## src/rtl/pp_pkg.sv

```systemverilog
package pp_pkg;

    typedef enum logic {
        SRC_FETCH = 1'b0,
        SRC_PACK  = 1'b1
    } src_e;

    typedef struct packed {
        logic fill_bank;
        logic full_seen;
        logic empty_seen;
    } bank_st_t;

    typedef struct packed {
        src_e last;
    } arb_st_t;

endpackage

```

## src/rtl/pp_bank_ctl.sv

```systemverilog
module pp_bank_ctl
    import pp_pkg::*;
(
    input  logic clk,
    input  logic rst_n,
    input  logic active,
    input  logic fetch_full,
    input  logic pack_empty,
    output logic fill_bank,
    output logic fetch_ok,
    output logic pack_ok
);

    bank_st_t st_d, st_q;
    logic     done_f, done_p;

    always_comb begin
        st_d   = st_q;
        done_f = st_q.full_seen | fetch_full;
        done_p = st_q.empty_seen | pack_empty;
        if (!active) begin
            st_d = '0;
        end else if (done_f && done_p) begin
            st_d.fill_bank  = ~st_q.fill_bank;
            st_d.full_seen  = 1'b0;
            st_d.empty_seen = 1'b0;
        end else begin
            st_d.full_seen  = done_f;
            st_d.empty_seen = done_p;
        end
    end

    always_ff @(posedge clk or negedge rst_n) begin
        if (!rst_n) st_q <= '0;
        else        st_q <= st_d;
    end

    assign fill_bank = st_q.fill_bank;
    assign fetch_ok  = active & ~st_q.full_seen;
    assign pack_ok   = active & ~st_q.empty_seen;

    assert_clear_bank0_R10: assert property (@(posedge clk) disable iff (!rst_n)
        !active |=> (fill_bank == 1'b0) && fetch_ok == pack_ok);

    assert_swap_R9: assert property (@(posedge clk) disable iff (!rst_n)
        (active && (fetch_full || !fetch_ok) && (pack_empty || !pack_ok))
        |=> (fill_bank != $past(fill_bank)));

endmodule

```

## src/rtl/pp_rr_arb.sv

```systemverilog
module pp_rr_arb
    import pp_pkg::*;
(
    input  logic clk,
    input  logic rst_n,
    input  logic clr,
    input  logic req_f,
    input  logic req_p,
    output logic gnt_f,
    output logic gnt_p
);

    arb_st_t st_d, st_q;

    always_comb begin
        st_d  = st_q;
        gnt_f = 1'b0;
        gnt_p = 1'b0;
        if (req_f && req_p) begin
            gnt_f = (st_q.last == SRC_PACK);
            gnt_p = (st_q.last == SRC_FETCH);
        end else begin
            gnt_f = req_f;
            gnt_p = req_p;
        end
        if (gnt_f) st_d.last = SRC_FETCH;
        if (gnt_p) st_d.last = SRC_PACK;
        if (clr)   st_d.last = SRC_PACK;
    end

    always_ff @(posedge clk or negedge rst_n) begin
        if (!rst_n) st_q <= '{last: SRC_PACK};
        else        st_q <= st_d;
    end

    assert_one_grant_R6: assert property (@(posedge clk) disable iff (!rst_n)
        !(gnt_f && gnt_p));

    assert_sole_req_R7: assert property (@(posedge clk) disable iff (!rst_n)
        (req_f != req_p) |-> (gnt_f == req_f) && (gnt_p == req_p));

    assert_alternate_R7: assert property (@(posedge clk) disable iff (!rst_n)
        (req_f && req_p && !clr) |=> (!(req_f && req_p) || (gnt_f != $past(gnt_f))));

endmodule

```

## src/rtl/pingpong_arb.sv

```systemverilog
module pingpong_arb
    import pp_pkg::*;
#(
    parameter int DATA_W  = 16,
    parameter int BANK_AW = 8
) (
    input  logic                 clk,
    input  logic                 rst_n,
    input  logic                 rotate_on,
    input  logic                 host_req,
    input  logic                 host_we,
    input  logic [BANK_AW+1:0]   host_addr,
    input  logic [DATA_W-1:0]    host_wdata,
    output logic                 host_ack,
    output logic                 host_err,
    output logic [DATA_W-1:0]    host_rdata,
    input  logic                 fetch_req,
    input  logic [BANK_AW-1:0]   fetch_addr,
    input  logic [DATA_W-1:0]    fetch_wdata,
    input  logic                 fetch_full,
    output logic                 fetch_gnt,
    input  logic                 pack_req,
    input  logic [BANK_AW-1:0]   pack_addr,
    input  logic                 pack_empty,
    output logic                 pack_gnt,
    output logic [DATA_W-1:0]    pack_rdata,
    output logic                 fetch_bank,
    output logic                 mem_en,
    output logic                 mem_we,
    output logic [BANK_AW:0]     mem_addr,
    output logic [DATA_W-1:0]    mem_wdata,
    input  logic [DATA_W-1:0]    mem_rdata
);

    localparam int MEM_AW = BANK_AW + 1;

    logic fill_bank, fetch_ok, pack_ok, host_go;
    logic unused_byte_lsb;

    assign unused_byte_lsb = host_addr[0];

    pp_bank_ctl i_bank (
        .clk        (clk),
        .rst_n      (rst_n),
        .active     (rotate_on),
        .fetch_full (fetch_full),
        .pack_empty (pack_empty),
        .fill_bank  (fill_bank),
        .fetch_ok   (fetch_ok),
        .pack_ok    (pack_ok)
    );

    pp_rr_arb i_arb (
        .clk   (clk),
        .rst_n (rst_n),
        .clr   (~rotate_on),
        .req_f (fetch_req & fetch_ok),
        .req_p (pack_req & pack_ok),
        .gnt_f (fetch_gnt),
        .gnt_p (pack_gnt)
    );

    always_comb begin
        host_go   = host_req & ~rotate_on;
        host_ack  = host_go;
        host_err  = host_req & rotate_on;
        mem_en    = host_go | fetch_gnt | pack_gnt;
        mem_we    = 1'b0;
        mem_addr  = '0;
        mem_wdata = '0;
        if (host_go) begin
            mem_we    = host_we;
            mem_addr  = host_addr[MEM_AW:1];
            mem_wdata = host_wdata;
        end else if (fetch_gnt) begin
            mem_we    = 1'b1;
            mem_addr  = {fill_bank, fetch_addr};
            mem_wdata = fetch_wdata;
        end else if (pack_gnt) begin
            mem_addr  = {~fill_bank, pack_addr};
        end
    end

    assign fetch_bank = fill_bank;
    assign host_rdata = mem_rdata;
    assign pack_rdata = mem_rdata;

    assert_host_lock_R3: assert property (@(posedge clk) disable iff (!rst_n)
        (host_req && rotate_on) |-> (host_err && !host_ack));

    assert_host_own_R2: assert property (@(posedge clk) disable iff (!rst_n)
        (host_req && !rotate_on) |-> (host_ack && mem_en && !fetch_gnt && !pack_gnt));

    assert_fetch_bank_R4: assert property (@(posedge clk) disable iff (!rst_n)
        fetch_gnt |-> (mem_we && mem_addr[MEM_AW-1] == fetch_bank));

    assert_pack_bank_R5: assert property (@(posedge clk) disable iff (!rst_n)
        pack_gnt |-> (!mem_we && mem_addr[MEM_AW-1] != fetch_bank));

    assert_stall_R8: assert property (@(posedge clk) disable iff (!rst_n)
        (rotate_on && fetch_full && !(pack_empty || !pack_ok)) |=> (!fetch_gnt || !rotate_on || $changed(fetch_bank)));

endmodule

```

## config.mk

```make
export PLATFORM = sky130hd
export DESIGN_NAME = pingpong_arb
export DESIGN_NICKNAME = d
export VERILOG_FILES = /design/src/rtl/pp_pkg.sv /design/src/rtl/pp_bank_ctl.sv /design/src/rtl/pp_rr_arb.sv /design/src/rtl/pingpong_arb.sv
export SDC_FILE = /design/constraint.sdc
export NUM_CORES = 1
export LEC_CHECK = 0
export CAP_MARGIN = 25
export CORE_MARGIN = 3
export CORE_UTILIZATION = 23
export DETAILED_ROUTE_END_ITERATION = 8
export HOLD_SLACK_MARGIN = 0.08
export PLACE_DENSITY = 0.9
export SYNTH_ARGS = -nofsm -noshare
export SYNTH_HDL_FRONTEND = slang
export SYNTH_SLANG_ARGS = --single-unit
export TNS_END_PERCENT = 100
```

## constraint.sdc

```tcl
create_clock -name clk -period 3.6 [get_ports clk]
set_input_delay 0.72 -clock clk [delete_from_list [all_inputs] [get_ports clk]]
set_output_delay 0.72 -clock clk [all_outputs]
set_load 0.02 [all_outputs]
```

* Word level (Yosys, flattened, before mapping)
Cells that the tools add are included.
** Cells by class
- Add/sub/neg operators :: 0
- Multiply operators :: 0
- Div/mod/pow operators :: 0
- Magnitude comparators :: 0
- Equality and inequality tests :: 2
- Shift operators :: 0
- Multiplexer cells :: 15
- Bitwise gates (word level) :: 15
- Reduce and logical (&&, ||, !) cells :: 2
** Operators with widths (count)
- $mux 16 :: 2
- $mux 9 :: 3
- $mux 1 :: 8
- $and 1x1->1 :: 6
- $not 1->1 :: 5
- $or 1x1->1 :: 4
- $mux 3 :: 1
- $ne 3x1->1 const B :: 1
- $logic_and 1x1->1 :: 2
- $mux 2 :: 1
- $ne 2x1->1 const B :: 1
** Word-level totals
- Flip-flop bits (word level) :: 4
- Bits in latches :: 0
- RAM bits :: 0
- ROM bits :: 0
- Bits of input ports :: 83
- Memories :: 0

* Logic depth before layout (Yosys ltp)
- Word-level depth :: 8
- Depth in mapped cells :: 5
- Gate-level depth less buffers :: 3

* Cells and area by module
A second synthesis with hierarchy kept.
** Unflattened totals
- Cells, all modules :: 157
- Area total of the unflattened synthesis :: 1093.5 um2
** By module, submodules not included
- pingpong_arb :: times used 1, cells an instance 137, area an instance 883.3 um2, seq. area each 0.0 um2
- pp_bank_ctl :: times used 1, cells an instance 13, area an instance 147.6 um2, seq. area each 75.1 um2
- pp_rr_arb :: times used 1, cells an instance 7, area an instance 62.6 um2, seq. area each 26.3 um2

* Worst setup path after synthesis
No wires, ideal clock.
- Path kind :: input-to-output
- Start point :: input rotate_on
- End point :: output mem_wdata[10]
- Arrival :: 1.611 ns
- Setup slack :: 1.269 ns
- Stages :: 5
- Buffers on the path :: 2
- Cell sequence :: buf_4 > nand3b_2 > a21oi_4 > buf_6 > a22o_1
** Between the ends
- Word-level cells in the longest chain between the ends :: 6
- Elaborated cells between the ends (all ways) :: 10
** RTL lines
- start: declaration :: line pingpong_arb.sv:9 : input logic rotate_on,
- $and 1x1->1, on equally long branches :: line pp_bank_ctl.sv:39, pp_bank_ctl.sv:40
- $and 1x1->1, on equally long branches :: line pingpong_arb.sv:57, pingpong_arb.sv:58
- $logic_and 1x1->1 :: line pp_rr_arb.sv:19 : if (req_f && req_p) begin
- $mux 1 (*) :: line pp_rr_arb.sv:19
- named net fetch_gnt :: line pingpong_arb.sv:21 : output logic fetch_gnt,
- $mux 16 (*) :: line pingpong_arb.sv:75 : end else if (fetch_gnt) begin
- $mux 16 (*) :: line pingpong_arb.sv:71 : if (host_go) begin
- end: declaration :: line pingpong_arb.sv:31 : output logic [DATA_W-1:0] mem_wdata,
Mark *: on every way through the listed nets, which the timed path passes. The rest lies on a longest branch.

* Worst setup path in the final report
- Start point :: input rotate_on
- End point :: output mem_addr[1]
** Between the ends
- Word-level cells in the longest chain between the ends :: 7
- Elaborated cells between the ends (all ways) :: 12
** RTL lines
- $and 1x1->1, on equally long branches :: line pp_bank_ctl.sv:39, pp_bank_ctl.sv:40
- $and 1x1->1, on equally long branches :: line pingpong_arb.sv:57, pingpong_arb.sv:58
- $logic_and 1x1->1 :: line pp_rr_arb.sv:19
- $mux 1 :: line pp_rr_arb.sv:19
- $mux 9 :: line pingpong_arb.sv:79 : end else if (pack_gnt) begin
- $mux 9 :: line pingpong_arb.sv:75
- $mux 9 (*) :: line pingpong_arb.sv:71
- end: declaration :: line pingpong_arb.sv:30 : output logic [BANK_AW:0] mem_addr,
Mark *: on every way between the ends. The rest lies on a longest branch, timed or not.

==> reports/summary.txt <==
WP buf/inv -> 3
fin nets -> 246
H-tree Lvls -> 1
max cap viols -> 0
setup TNS -> 0 ns
Post-Synthesis Cells -> 95
Internal -> 0.0002345 W
CP startpoint kind -> input pin
first-pass GRT wire length -> 4167 µm
Ys Warns -> 0
top cells by count, synth -> buf_4, a221o_1, and2_1
worst hold path cell count -> 1
Seq cells post-synth -> 4
worst r2r dst -> i_bank.fill_bank$_DFFE_PN0P_
status -> complete, no violations
Initial Utilization -> 0.2462
reg2reg path depth -> 3
First-pass DRT Iterations -> 2
Clock Latency Late Sink -> 0.24 ns
Tot GR Track Use -> 0.1218
RSZ-0062 raised after global routing -> no
Clock Sinks -> 4
worst path cell trace -> clkdlybuf4s50_1 -> nand3b_2 -> a21oi_4 -> buf_12 -> a221o_1 -> clkdlybuf4s50_1
NetSw -> 0.0001085 W
Synth Cell Area -> 840.8 µm²
Post-synth EDFFs -> 0
Crit-path slowest cell -> clkdlybuf4s50_1
final hold violation count -> 0
area delta synth->final -> 97.92%
Die Height -> 66.46 µm
port bufs -> 97
Top delay family on crit path -> buffers and inverters
HPWL after DPL -> 2334 µm
r2r setup slk -> 2.67 ns
Antenna Nets Post-Route -> 0
Leak Pwr -> 0.6688 nW
Vias -> 942
WL per Instance -> 13.68 µm
Hold Buf Count CTS -> 0
Die W -> 66.46 µm
routability-driven placement congestion ratio -> 0.6977
area fraction of the dominant cell type after synthesis -> 0.2946
Hold Path Sink -> i_bank.st_q[1]$_DFF_PN0_
WS Path Type -> input pin to output pin
FMAX -> 296.0 MHz
Area contributors post-synth -> buf_4, a221o_1, a22o_2, dfrtp_1, a22o_1
Clk pin slew, worst setup/hold paths -> 0.04 ns
initial DRC count -> 26
antenna violations before repair -> 0
Mapped Nets -> 178
Clock Skew -> 0.009613 ns
Setup WS post-layout -> 0.2214 ns
Tightest Hold Check Type -> flop to flop
CP max stage delay -> 0.67 ns
via count of the first global-routing pass -> 934
Final setup viols -> 0
root buffer cell -> clkbuf_4
fraction of layout cells with a size suffix above 1 -> 0.1420
Slew Limit Fails -> 0
Clk network pwr share -> 0.179
Core Area -> 3416 µm²
maximum VDD drop -> 0.1519 mV
row cnt -> 21
Top-Level Pins -> 147
Worst Path Max Fanout -> 21
final worst path period share -> 0.9385
Post-Route WL -> 2846 µm
worst-margin pin slew -> 0.3288 ns
P per Cell Area -> 206.1 nW/µm²
Hold Crit Start -> i_bank.st_q[0]$_DFF_PN0_
top_reg_cell synth -> dfrtp_1
Comb pwr share -> 0.668
dpl ws -> 0.2043 ns
CP Data Arrival Time -> 2.66 ns
count leader, synth -> buf_4
Setup Fix Bufs, Post-CTS -> 0
Yosys cell types -> 27
origin of the critical flop-to-flop path -> i_bank.st_q[1]$_DFF_PN0_
Rel. slew slack -> 0.7777
Net Sw Frac -> 0.3163
Synth area leader -> buf_4
number of gates resized after cts -> 0
Congestion Overflow GR -> 0
total die area -> 4417 µm²
# diodes -> 0
syn avg cell area -> 8.851 µm²
fin crit period -> 3.379 ns
buffer depth of the longest clock path -> 2
Num CTS Buffers -> 3
required time worst endpoint -> 2.88 ns
DRC -> 0
CTS tree -> built
CP endpoint kind -> output pin
most used cell, CP -> clkdlybuf4s50_1
largest net degree at the start of global routing -> 24
Via density -> 4.529
register area share after synthesis -> 0.1205
asr flop ratio synth -> 1.000
Sequential Power Share -> 0.153
-- stage by stage --
step                 power, W  cell area, µm²  std cells  hold WS [ns]    util
CTS                 0.0003485            1664        208        0.5825  0.4872
detailed placement  0.0002840            1638        204        0.5665  0.4795
global route        0.0003633            1664        208        0.6123  0.4872
global placement    0.0002814            1638        204        0.5392  0.4795
finish              0.0003429            1664        208        0.5742  0.4872
floorplan           0.0001990           840.8         95        0.4244       -
-- registers in the layout, indices dropped and copies added, names as in the netlist --
register,count
i_bank.fill_bank,1
i_bank.st_q,2
i_arb.st_q,1
-- worst reg2reg max path, delay by kind of cell, from the launching register on --
kind | cells | cell delay [ns]
AO/OA/AOI/OAI | 1 | 0.20
flip-flops | 1 | 0.40
AND/OR/NAND/NOR | 1 | 0.15
XOR/XNOR | 1 | 0.08
-- power by group through the flow --
stage,Combinational (W),Clock [W],Sequential [W]
floorplan,0.000145,0,0.0000540
global placement,0.000229,0,0.0000529
finish,0.000229,0.0000613,0.0000525
global route,0.000243,0.0000669,0.0000532
CTS,0.000232,0.0000640,0.0000525
detailed placement,0.000231,0,0.0000531
-- routing by layer --
| layer | GRT usage | wire [µm] | up-vias |
|---|---|---|---|
| met5 | 0 | 0 | - |
| met4 | 0.03553 | 16 | 0 |
| met3 | 0.05565 | 419 | 4 |
| met2 | 0.2218 | 1383 | 70 |
| met1 | 0.1230 | 1027 | 412 |
| li1 | - | - | 456 |
-- layout by cell type (no fill, tap or decap), drive strengths merged --
| cell type | n |
|---|---|
| nand3b | 2 |
| a21oi | 1 |
| a221o | 9 |
| nand2 | 1 |
| a21o | 1 |
| xnor2 | 1 |
| buf | 5 |
| nor2b | 2 |
| a211o | 1 |
| nor2 | 1 |
| o211a | 1 |
| o22ai | 1 |
| dfrtp | 3 |
| clkbuf | 4 |
| inv | 1 |
| and2 | 10 |
| dfstp | 1 |
| o21ai | 1 |
| and3 | 1 |
| clkdlybuf4s50 | 97 |
| a22o | 16 |
| nor4b | 1 |
| and4b | 1 |
-- cells by family (layout without fill, tap and decap cells) --
logic type / Yosys count / in the layout / share of synthesized area
flip-flops: 4 / 4 / 0.1205
XOR/XNOR: 1 / 1 / 0.01042
AND/OR/NAND/NOR: 19 / 19 / 0.1607
AO/OA/AOI/OAI: 31 / 31 / 0.3512
buffers and inverters: 40 / 107 / 0.3571
-- cell type report --
type / count / area (µm²)
Sequential cell: 4 / 101.3
Multi-Input combinational cell: 51 / 441.7
Tap cell: 46 / 57.56
Clock buffer: 4 / 26.28
Timing Repair Buffer: 102 / 1033
Inverter: 1 / 3.754
Fill cell: 314 / 1752
-- how the worst max path moves through the flow --
| stage | start | endpoint | slack [ns] | cells past startpoint |
|---|---|---|---|---|
| 3_3_place_gp | rotate_on | mem_addr[1] | 0.26 | 6 |
| 4_1_cts | rotate_on | mem_addr[1] | 0.21 | 6 |
| 5_1_grt | rotate_on | mem_addr[1] | 0.12 | 6 |
| 3_5_place_dp | rotate_on | mem_addr[1] | 0.20 | 6 |
| 6_report | rotate_on | mem_addr[1] | 0.22 | 6 |
| 2_1_floorplan | rotate_on | mem_wdata[10] | 1.27 | 5 |
Note: power is estimated with default switching activity, not from simulation.
